File: src/rtl/pll_mode_pkg.sv
package pll_mode_pkg;

   localparam int MODE_W = 2;

   // Low two bits are the externally visible mode code; bit 2 marks start-up.
   typedef enum logic [2:0] {
      ST_FREE = 3'b000,
      ST_ACQ  = 3'b001,
      ST_LOCK = 3'b010,
      ST_HOLD = 3'b011,
      ST_INIT = 3'b100
   } pll_state_e;

   function automatic logic [MODE_W-1:0] mode_of(pll_state_e s);
      return s[MODE_W-1:0];
   endfunction

endpackage

File: src/rtl/pll_mode_qual.sv
module pll_mode_qual #(
   parameter int NUM_INPUTS = 4,
   parameter bit GATE_BY_QUAL = 1'b1
) (
   input  logic [NUM_INPUTS-1:0] in_qual,
   input  logic                  sel_valid,
   output logic                  in_ok
);

   if (NUM_INPUTS < 1) begin : g_bad_n
      $error("pll_mode_qual: NUM_INPUTS must be at least 1");
   end

   if (GATE_BY_QUAL) begin : g_gated
      logic any_qual;
      always_comb begin
         any_qual = 1'b0;
         for (int i = 0; i < NUM_INPUTS; i++) begin
            any_qual = any_qual | in_qual[i];
         end
      end
      assign in_ok = sel_valid & any_qual;
   end else begin : g_direct
      logic unused_qual;
      assign unused_qual = ^in_qual;
      assign in_ok = sel_valid;
   end

endmodule

File: src/rtl/pll_mode_fsm.sv
module pll_mode_fsm
   import pll_mode_pkg::*;
(
   input  logic       clk,
   input  logic       rst_n,
   input  logic       init_done,
   input  logic       in_ok,
   input  logic       phase_lock,
   input  logic       hold_hist_ok,
   output pll_state_e state_q
);

   pll_state_e state_d;

   always_comb begin
      state_d = state_q;
      unique case (state_q)
         ST_INIT: if (init_done) state_d = ST_FREE;
         ST_FREE: if (in_ok) state_d = ST_ACQ;
         ST_ACQ: begin
            if (!in_ok)          state_d = ST_FREE;
            else if (phase_lock) state_d = ST_LOCK;
         end
         ST_LOCK: begin
            if (!in_ok)           state_d = hold_hist_ok ? ST_HOLD : ST_FREE;
            else if (!phase_lock) state_d = ST_ACQ;
         end
         ST_HOLD: if (in_ok) state_d = ST_ACQ;
         default: state_d = ST_INIT;
      endcase
   end

   always_ff @(posedge clk or negedge rst_n) begin
      if (!rst_n) state_q <= ST_INIT;
      else        state_q <= state_d;
   end

   AST_INIT_WAIT: assert property (@(posedge clk) disable iff (!rst_n)
      (state_q == ST_INIT && !init_done) |=> state_q == ST_INIT);
   AST_INIT_EXIT: assert property (@(posedge clk) disable iff (!rst_n)
      (state_q == ST_INIT && init_done) |=> state_q == ST_FREE);
   AST_FREE_START: assert property (@(posedge clk) disable iff (!rst_n)
      (state_q == ST_FREE && in_ok) |=> state_q == ST_ACQ);
   AST_ACQ_LOCKS: assert property (@(posedge clk) disable iff (!rst_n)
      (state_q == ST_ACQ && in_ok && phase_lock) |=> state_q == ST_LOCK);
   AST_LOCK_HOLD: assert property (@(posedge clk) disable iff (!rst_n)
      (state_q == ST_LOCK && !in_ok && hold_hist_ok) |=> state_q == ST_HOLD);
   AST_LOCK_FREE: assert property (@(posedge clk) disable iff (!rst_n)
      (state_q == ST_LOCK && !in_ok && !hold_hist_ok) |=> state_q == ST_FREE);
   AST_LOCK_SLIP: assert property (@(posedge clk) disable iff (!rst_n)
      (state_q == ST_LOCK && in_ok && !phase_lock) |=> state_q == ST_ACQ);
   AST_HOLD_BACK: assert property (@(posedge clk) disable iff (!rst_n)
      (state_q == ST_HOLD && in_ok) |=> state_q == ST_ACQ);
   AST_ACQ_DROP: assert property (@(posedge clk) disable iff (!rst_n)
      (state_q == ST_ACQ && !in_ok) |=> state_q == ST_FREE);
   AST_NO_REINIT: assert property (@(posedge clk) disable iff (!rst_n)
      (state_q != ST_INIT) |=> state_q != ST_INIT);

endmodule

File: src/rtl/pll_mode_bw.sv
module pll_mode_bw
   import pll_mode_pkg::*;
#(
   parameter int BW_W    = 8,
   parameter bit REG_OUT = 1'b0
) (
   input  logic            clk,
   input  logic            rst_n,
   input  pll_state_e      state_q,
   input  logic            fastlock_en,
   input  logic [BW_W-1:0] bw_norm,
   input  logic [BW_W-1:0] bw_fast,
   output logic [BW_W-1:0] bw_active,
   output logic            fastlock_on
);

   if (BW_W < 1) begin : g_bad_w
      $error("pll_mode_bw: BW_W must be at least 1");
   end

   logic            use_fast;
   logic [BW_W-1:0] bw_pick;

   assign use_fast = (state_q == ST_ACQ) && fastlock_en;
   assign bw_pick  = use_fast ? bw_fast : bw_norm;

   if (REG_OUT) begin : g_reg
      logic [BW_W-1:0] bw_q;
      logic            fast_q;
      always_ff @(posedge clk or negedge rst_n) begin
         if (!rst_n) begin
            bw_q   <= '0;
            fast_q <= 1'b0;
         end else begin
            bw_q   <= bw_pick;
            fast_q <= use_fast;
         end
      end
      assign bw_active   = bw_q;
      assign fastlock_on = fast_q;
   end else begin : g_comb
      logic unused_clk;
      assign unused_clk  = clk ^ rst_n;
      assign bw_active   = bw_pick;
      assign fastlock_on = use_fast;

      AST_BW_SOURCE: assert property (@(posedge clk) disable iff (!rst_n)
         fastlock_on ? (bw_active == bw_fast) : (bw_active == bw_norm));
      AST_FAST_ONLY_ACQ: assert property (@(posedge clk) disable iff (!rst_n)
         fastlock_on |-> (mode_of(state_q) == 2'b01 && state_q != ST_INIT));
   end

endmodule

File: src/rtl/pll_mode_ctrl.sv
module pll_mode_ctrl
   import pll_mode_pkg::*;
#(
   parameter int NUM_INPUTS   = 4,
   parameter int BW_W         = 8,
   parameter bit GATE_BY_QUAL = 1'b1,
   parameter bit REG_BW_OUT   = 1'b0
) (
   input  logic                  clk,
   input  logic                  rst_n,
   input  logic                  init_done,
   input  logic [NUM_INPUTS-1:0] in_qual,
   input  logic                  sel_valid,
   input  logic                  phase_lock,
   input  logic                  hold_hist_ok,
   input  logic                  fastlock_en,
   input  logic [BW_W-1:0]       bw_norm,
   input  logic [BW_W-1:0]       bw_fast,
   output logic [1:0]            mode,
   output logic [BW_W-1:0]       bw_active,
   output logic                  fastlock_on,
   output logic                  init_busy,
   output logic                  is_locked,
   output logic                  in_holdover
);

   localparam int MODE_BITS = MODE_W;

   if (MODE_BITS != 2) begin : g_bad_mode
      $error("pll_mode_ctrl: mode encoding must be two bits");
   end

   logic       in_ok;
   pll_state_e state_q;

   pll_mode_qual #(
      .NUM_INPUTS  (NUM_INPUTS),
      .GATE_BY_QUAL(GATE_BY_QUAL)
   ) u_qual (
      .in_qual  (in_qual),
      .sel_valid(sel_valid),
      .in_ok    (in_ok)
   );

   pll_mode_fsm u_fsm (
      .clk         (clk),
      .rst_n       (rst_n),
      .init_done   (init_done),
      .in_ok       (in_ok),
      .phase_lock  (phase_lock),
      .hold_hist_ok(hold_hist_ok),
      .state_q     (state_q)
   );

   pll_mode_bw #(
      .BW_W   (BW_W),
      .REG_OUT(REG_BW_OUT)
   ) u_bw (
      .clk        (clk),
      .rst_n      (rst_n),
      .state_q    (state_q),
      .fastlock_en(fastlock_en),
      .bw_norm    (bw_norm),
      .bw_fast    (bw_fast),
      .bw_active  (bw_active),
      .fastlock_on(fastlock_on)
   );

   assign mode        = mode_of(state_q);
   assign init_busy   = (state_q == ST_INIT);
   assign is_locked   = (state_q == ST_LOCK);
   assign in_holdover = (state_q == ST_HOLD);

   AST_FLAGS_EXCL: assert property (@(posedge clk) disable iff (!rst_n)
      $onehot0({init_busy, is_locked, in_holdover}));
   AST_BUSY_MODE: assert property (@(posedge clk) disable iff (!rst_n)
      init_busy |-> mode == 2'b00);
   AST_LOCK_FLAG: assert property (@(posedge clk) disable iff (!rst_n)
      is_locked |-> mode == 2'b10);

endmodule

File: config.mk
export PLATFORM = sky130hd
export DESIGN_NAME = pll_mode_ctrl
export DESIGN_NICKNAME = d
export VERILOG_FILES = /design/src/rtl/pll_mode_pkg.sv /design/src/rtl/pll_mode_qual.sv /design/src/rtl/pll_mode_fsm.sv /design/src/rtl/pll_mode_bw.sv /design/src/rtl/pll_mode_ctrl.sv
export SDC_FILE = /design/constraint.sdc
export NUM_CORES = 1
export LEC_CHECK = 0
export BUFFER_PORTS_ARGS = -buffer_cell sky130_fd_sc_hd__buf_2
export CORE_AREA = 5 5 42 44
export CTS_CLUSTER_DIAMETER = 60
export DETAILED_ROUTE_END_ITERATION = 8
export DIE_AREA = 0 0 47 49
export GPL_TIMING_DRIVEN = 0
export PLACE_DENSITY_LB_ADDON = 0.25
export SETUP_SLACK_MARGIN = 0.02
export SLEW_MARGIN = 20
export SYNTH_ARGS = -nofsm -noshare
export SYNTH_HDL_FRONTEND = slang
export SYNTH_SLANG_ARGS = --single-unit
File: constraint.sdc
create_clock -name clk -period 2.95 [get_ports clk]
set_input_delay 0.59 -clock clk [delete_from_list [all_inputs] [get_ports clk]]
set_output_delay 0.59 -clock clk [all_outputs]
set_load 0.02 [all_outputs]
Word level (Yosys, flattened, before mapping)
Index checks and enable logic that the tools add are counted.
Word-level totals
  register bits: 3
  bits of input ports: 27
  output and inout port bits: 14
  logic and storage cells: 26
Operators by class
  equality and inequality tests: 8
  multiplexer cells: 9
  bitwise operators: 4
  reductions and logical operators: 4
Operators by type and width (number)
  3-bit 2-to-1 mux: 6
  3-bit case mux with 4 select lines: 1
  8-bit 2-to-1 mux: 1
  3-bit by 2-bit == test with 1-bit output, second input constant: 2
  3-bit inequality test, second input constant: 2
  4-bit AND reduction: 1
  3-bit by 1-bit == test with 1-bit output, second input constant: 1
  3-bit == test, second input constant: 1
  3-bit zero test: 1
  1-bit bitwise OR: 3
  2-bit 2-to-1 mux: 1
  2-bit by 1-bit inequality test with 1-bit output, second input constant: 1
  2-bit inequality test, second input constant: 1
  2-bit OR reduction: 1
  1-bit AND: 1
  1-bit logical AND: 1

Depth between registers and ports, before layout
  depth after elaboration: 6
  depth in mapped cells: 4
  depth with buffers taken out: 3

Modules after synthesis
Synthesis repeated with hierarchy kept, for this count alone.
Second synthesis, totals
  cells, all modules: 29
  area total of the unflattened synthesis: 322.8 µm²
By module, submodules not included
  pll_mode_bw: times used 1, cells an instance 10, area an instance 143.9 µm², seq. area each 0.0 µm²
  pll_mode_fsm: times used 1, cells an instance 15, area an instance 142.6 µm², seq. area each 76.3 µm²
  pll_mode_ctrl: times used 1, cells an instance 3, area an instance 25.0 µm², seq. area each 0.0 µm²
  pll_mode_qual: times used 1, cells an instance 1, area an instance 11.3 µm², seq. area each 0.0 µm²

Worst setup path before layout
No wires, ideal clock.
  path kind: input -> output
  start: input port fastlock_en
  end: output port bw_active[3]
  arrival: 1515 ps
  required time: 2360 ps
  setup slack: 845 ps
  stages: 3
  buffers on the path: 0
  cells stage by stage: nand2_1 > nor3_4 > mux2_1
On the way
  cells in the longest elaborated chain, start to end: 2
Ends and longest elaborated chain
  start: declaration: line pll_mode_ctrl.sv:16  | input logic fastlock_en,
  1-bit logical AND: line pll_mode_bw.sv:24  | assign use_fast = (state_q == ST_ACQ) && fastlock_en;
  via fastlock_on: line pll_mode_ctrl.sv:21  | output logic fastlock_on,
  8-bit 2-to-1 mux: line pll_mode_bw.sv:25  | assign bw_pick = use_fast ? bw_fast : bw_norm;
  end: declaration: line pll_mode_ctrl.sv:20  | output logic [BW_W-1:0] bw_active,
The timed path passes the listed nets, and every way through them passes these cells.

Worst setup path in the final report
  start: register u_fsm.state_q[1]
  end: output port bw_active[7]
On the way
  cells in the longest elaborated chain, start to end: 3
Ends and longest elaborated chain
  start: declaration: line pll_mode_fsm.sv:10  | output pll_state_e state_q
  start signal: assignment: line pll_mode_fsm.sv:35  | else state_q <= state_d;
  3-bit by 1-bit == test with 1-bit output: line pll_mode_bw.sv:24
  1-bit logical AND: line pll_mode_bw.sv:24
  8-bit 2-to-1 mux: line pll_mode_bw.sv:25
Every way passes these cells.

==> run metrics <==
clock network power share=between 20% and 30%; Yosys cell types=18; final number of setup-violating endpoints=0; CP Max Fanout=9; CTS tree=done; max reg flops=3; EDFF count, synth=0; HPWL Detailed=about 960 um; grt total ovfl=0; Total Routing Usage GR=9.87%; fin cells=91; routed length per instance=11.8 um; drt pass-1 iters=3; core area=1400 um^2; Vias/cell=4.24; Largest regs=u_fsm.state_q (3); first-pass GRT wire length=approximately 1.6 mm; area of the die=2300 um^2; Sw Share=42.5%; Clock Latency Late Sink=approximately 0.23 ns; skew final=roughly 0.0019 ns; Crit Path Class=reg -> out; number of max-cap violations=0; Max Transition Viols Final=0; Nets=a little over 100; CP Capture Type=output port; Clock Tree Buf Depth=2; top cell type's share of synthesized area=18.2%; syn nets=58; fin crit share=roughly 80%; Setup crit start kind=flip-flop; Gate power share=60.0%; synthesized area per cell=9.97 um^2; Hold Worst Slack=0.146 ns; fin crit period=2.36 ns; run status=finished clean; CTS clock-pin slew for the worst setup and hold paths=~0.04 ns; FF+latch count, synth=3; final hold vios=0; post-cts sizing count=0; Top FF cell, synth=dfrtp_1; final wirelength=1.08 mm; H-Tree Depth=1; Slew @ Worst Pin=0.402 ns; # rows=14; antenna cells=0; antenna violations before repair=0; PnR Total Power=~0.33 mW; Critical Path AT=1.77 ns; Pint=0.192 mW; Top reg by flops=u_fsm.state_q; post-synthesis sequential area ratio=24.7%; Hold Path Class=in -> async; input/output buffers=40; clk root buf=clkbuf_4; hold buffers post-CTS=0; chip width=47 um; # IOs=41; Layout area overhead=79.8%; Post-Synthesis Cell Area=approximately 300 um^2; Reg power frac=18.9%; GPL Wtd Cong=0.710; Initial Util=22.1%; net switching power=0.142 mW; Max Clk Rate=424 MHz; YS warnings=0; largest net degree at the start of global routing=10; DIE HEIGHT=49 um; Async S/R FF share, synth=100%; vias in the first global route=between 300 and 400; top cells by area in the synthesized netlist=mux2_2 (18%), dfrtp_1 (16%), mux2_1 (11%); Cells after DPL=between 80 and 90; share of cells above drive strength 1=70.7%; DR DRC count=0; via count=386; Synth Instances=31; clock sink count=3; Worst IR Drop VDD=0.245 mV; Setup Fix Bufs, Post-CTS=0; CP required=2.36 ns; area leader, netlist=mux2_2; setup TNS=0 ns; Final ANT Viol Nets=0; Num CTS Buffers=3; top cells by count, synth=mux2_2 (5), mux2_1 (3), nand2_1 (3); RSZ-0062 raised after global routing=no; Leakage=0.294 nW; Rel. slew slack=73.1%; Iter 0 DRT Violations=2; PD cells=600 nW/um^2; top-count cell post-synth=mux2_2
## per-layer routing
metal	vias to the layer above	GRT usage [%]	part of all wire, %
met3	0	2.58	7.1
met5	-	0	0
met4	0	5.53	0
met1	172	11.2	40
li1	203	-	-
met2	11	15.8	52
## logic make-up after synthesis
group | Yosys count | synth area share [%]
muxes | 9 | 34.0
AOI/OAI and AO/OA | 5 | 11.7
buffers and inverters | 3 | 6.07
and+or+nand+nor | 11 | 23.5
DFF | 3 | 24.7
## placed cells by master, fill, tap and decap left out, drive strengths merged
| master | instances |
|---|---|
| nand3b | 2 |
| nor3b | 1 |
| dfrtp | 2 |
| nor2 | 2 |
| o21ai | 1 |
| o41a | 1 |
| a21boi | 1 |
| nand4b | 1 |
| nand2 | 3 |
| a31oi | 2 |
| and2 | 1 |
| nor3 | 1 |
| buf | 42 |
| mux2 | 9 |
| clkbuf | 5 |
| dfstp | 1 |
## cell type report
| class | instances | area [um^2] |
|---|---|---|
| flip-flops and latches | 3 | 76.3 |
| clock buffers | 4 | 26.3 |
| fillers | 155 | 846 |
| multi-input cells | 25 | 214 |
| repair buffers | 40 | 200 |
| well taps | 16 | 20.0 |
| plain buffers | 3 | 18.8 |
## per-stage QoR
step	area (um^2)	utilization [%]	setup WS (ns)
2_1_floorplan	309	-	0.845
3_3_place_gp	529	37.8	0.746
6_report	556	39.6	0.589
3_5_place_dp	529	37.8	0.739
5_1_grt	556	39.6	0.470
4_1_cts	556	39.6	0.558
## power by group through the flow
stage | combinational (mW) | clock, mW | sequential [mW]
finish | 0.200 | 0.0706 | 0.0629
global route | 0.218 | 0.0798 | 0.0648
CTS | 0.202 | 0.0748 | 0.0628
detailed placement | 0.202 | 0 | 0.0634
global placement | 0.201 | 0 | 0.0627
floorplan | 0.141 | 0 | 0.0598
## worst max-delay path, stage by stage, from the launching register on
cell,delay (ns)
dfrtp_1,0.36
clkbuf_1,0.20
nor3_4,0.43
mux2_2,0.38
buf_2,0.16
## path summary, 6_finish.rpt
path | startpoint | to | slack (ns) | cells past startpoint
worst min register to register | u_fsm.state_q[2] | u_fsm.state_q[2] | 0.53 | 1
min in group clk | init_done | u_fsm.state_q[2] | 0.51 | 2
max in group asynchronous | rst_n | u_fsm.state_q[2] | 2.61 | 1
worst max register to register | u_fsm.state_q[1] | u_fsm.state_q[1] | 1.64 | 4
worst min-delay path | rst_n | u_fsm.state_q[0] | 0.15 | 1
worst max-delay path | u_fsm.state_q[1] | bw_active[7] | 0.59 | 4
No activity file was read; power rests on OpenSTA's default activity.
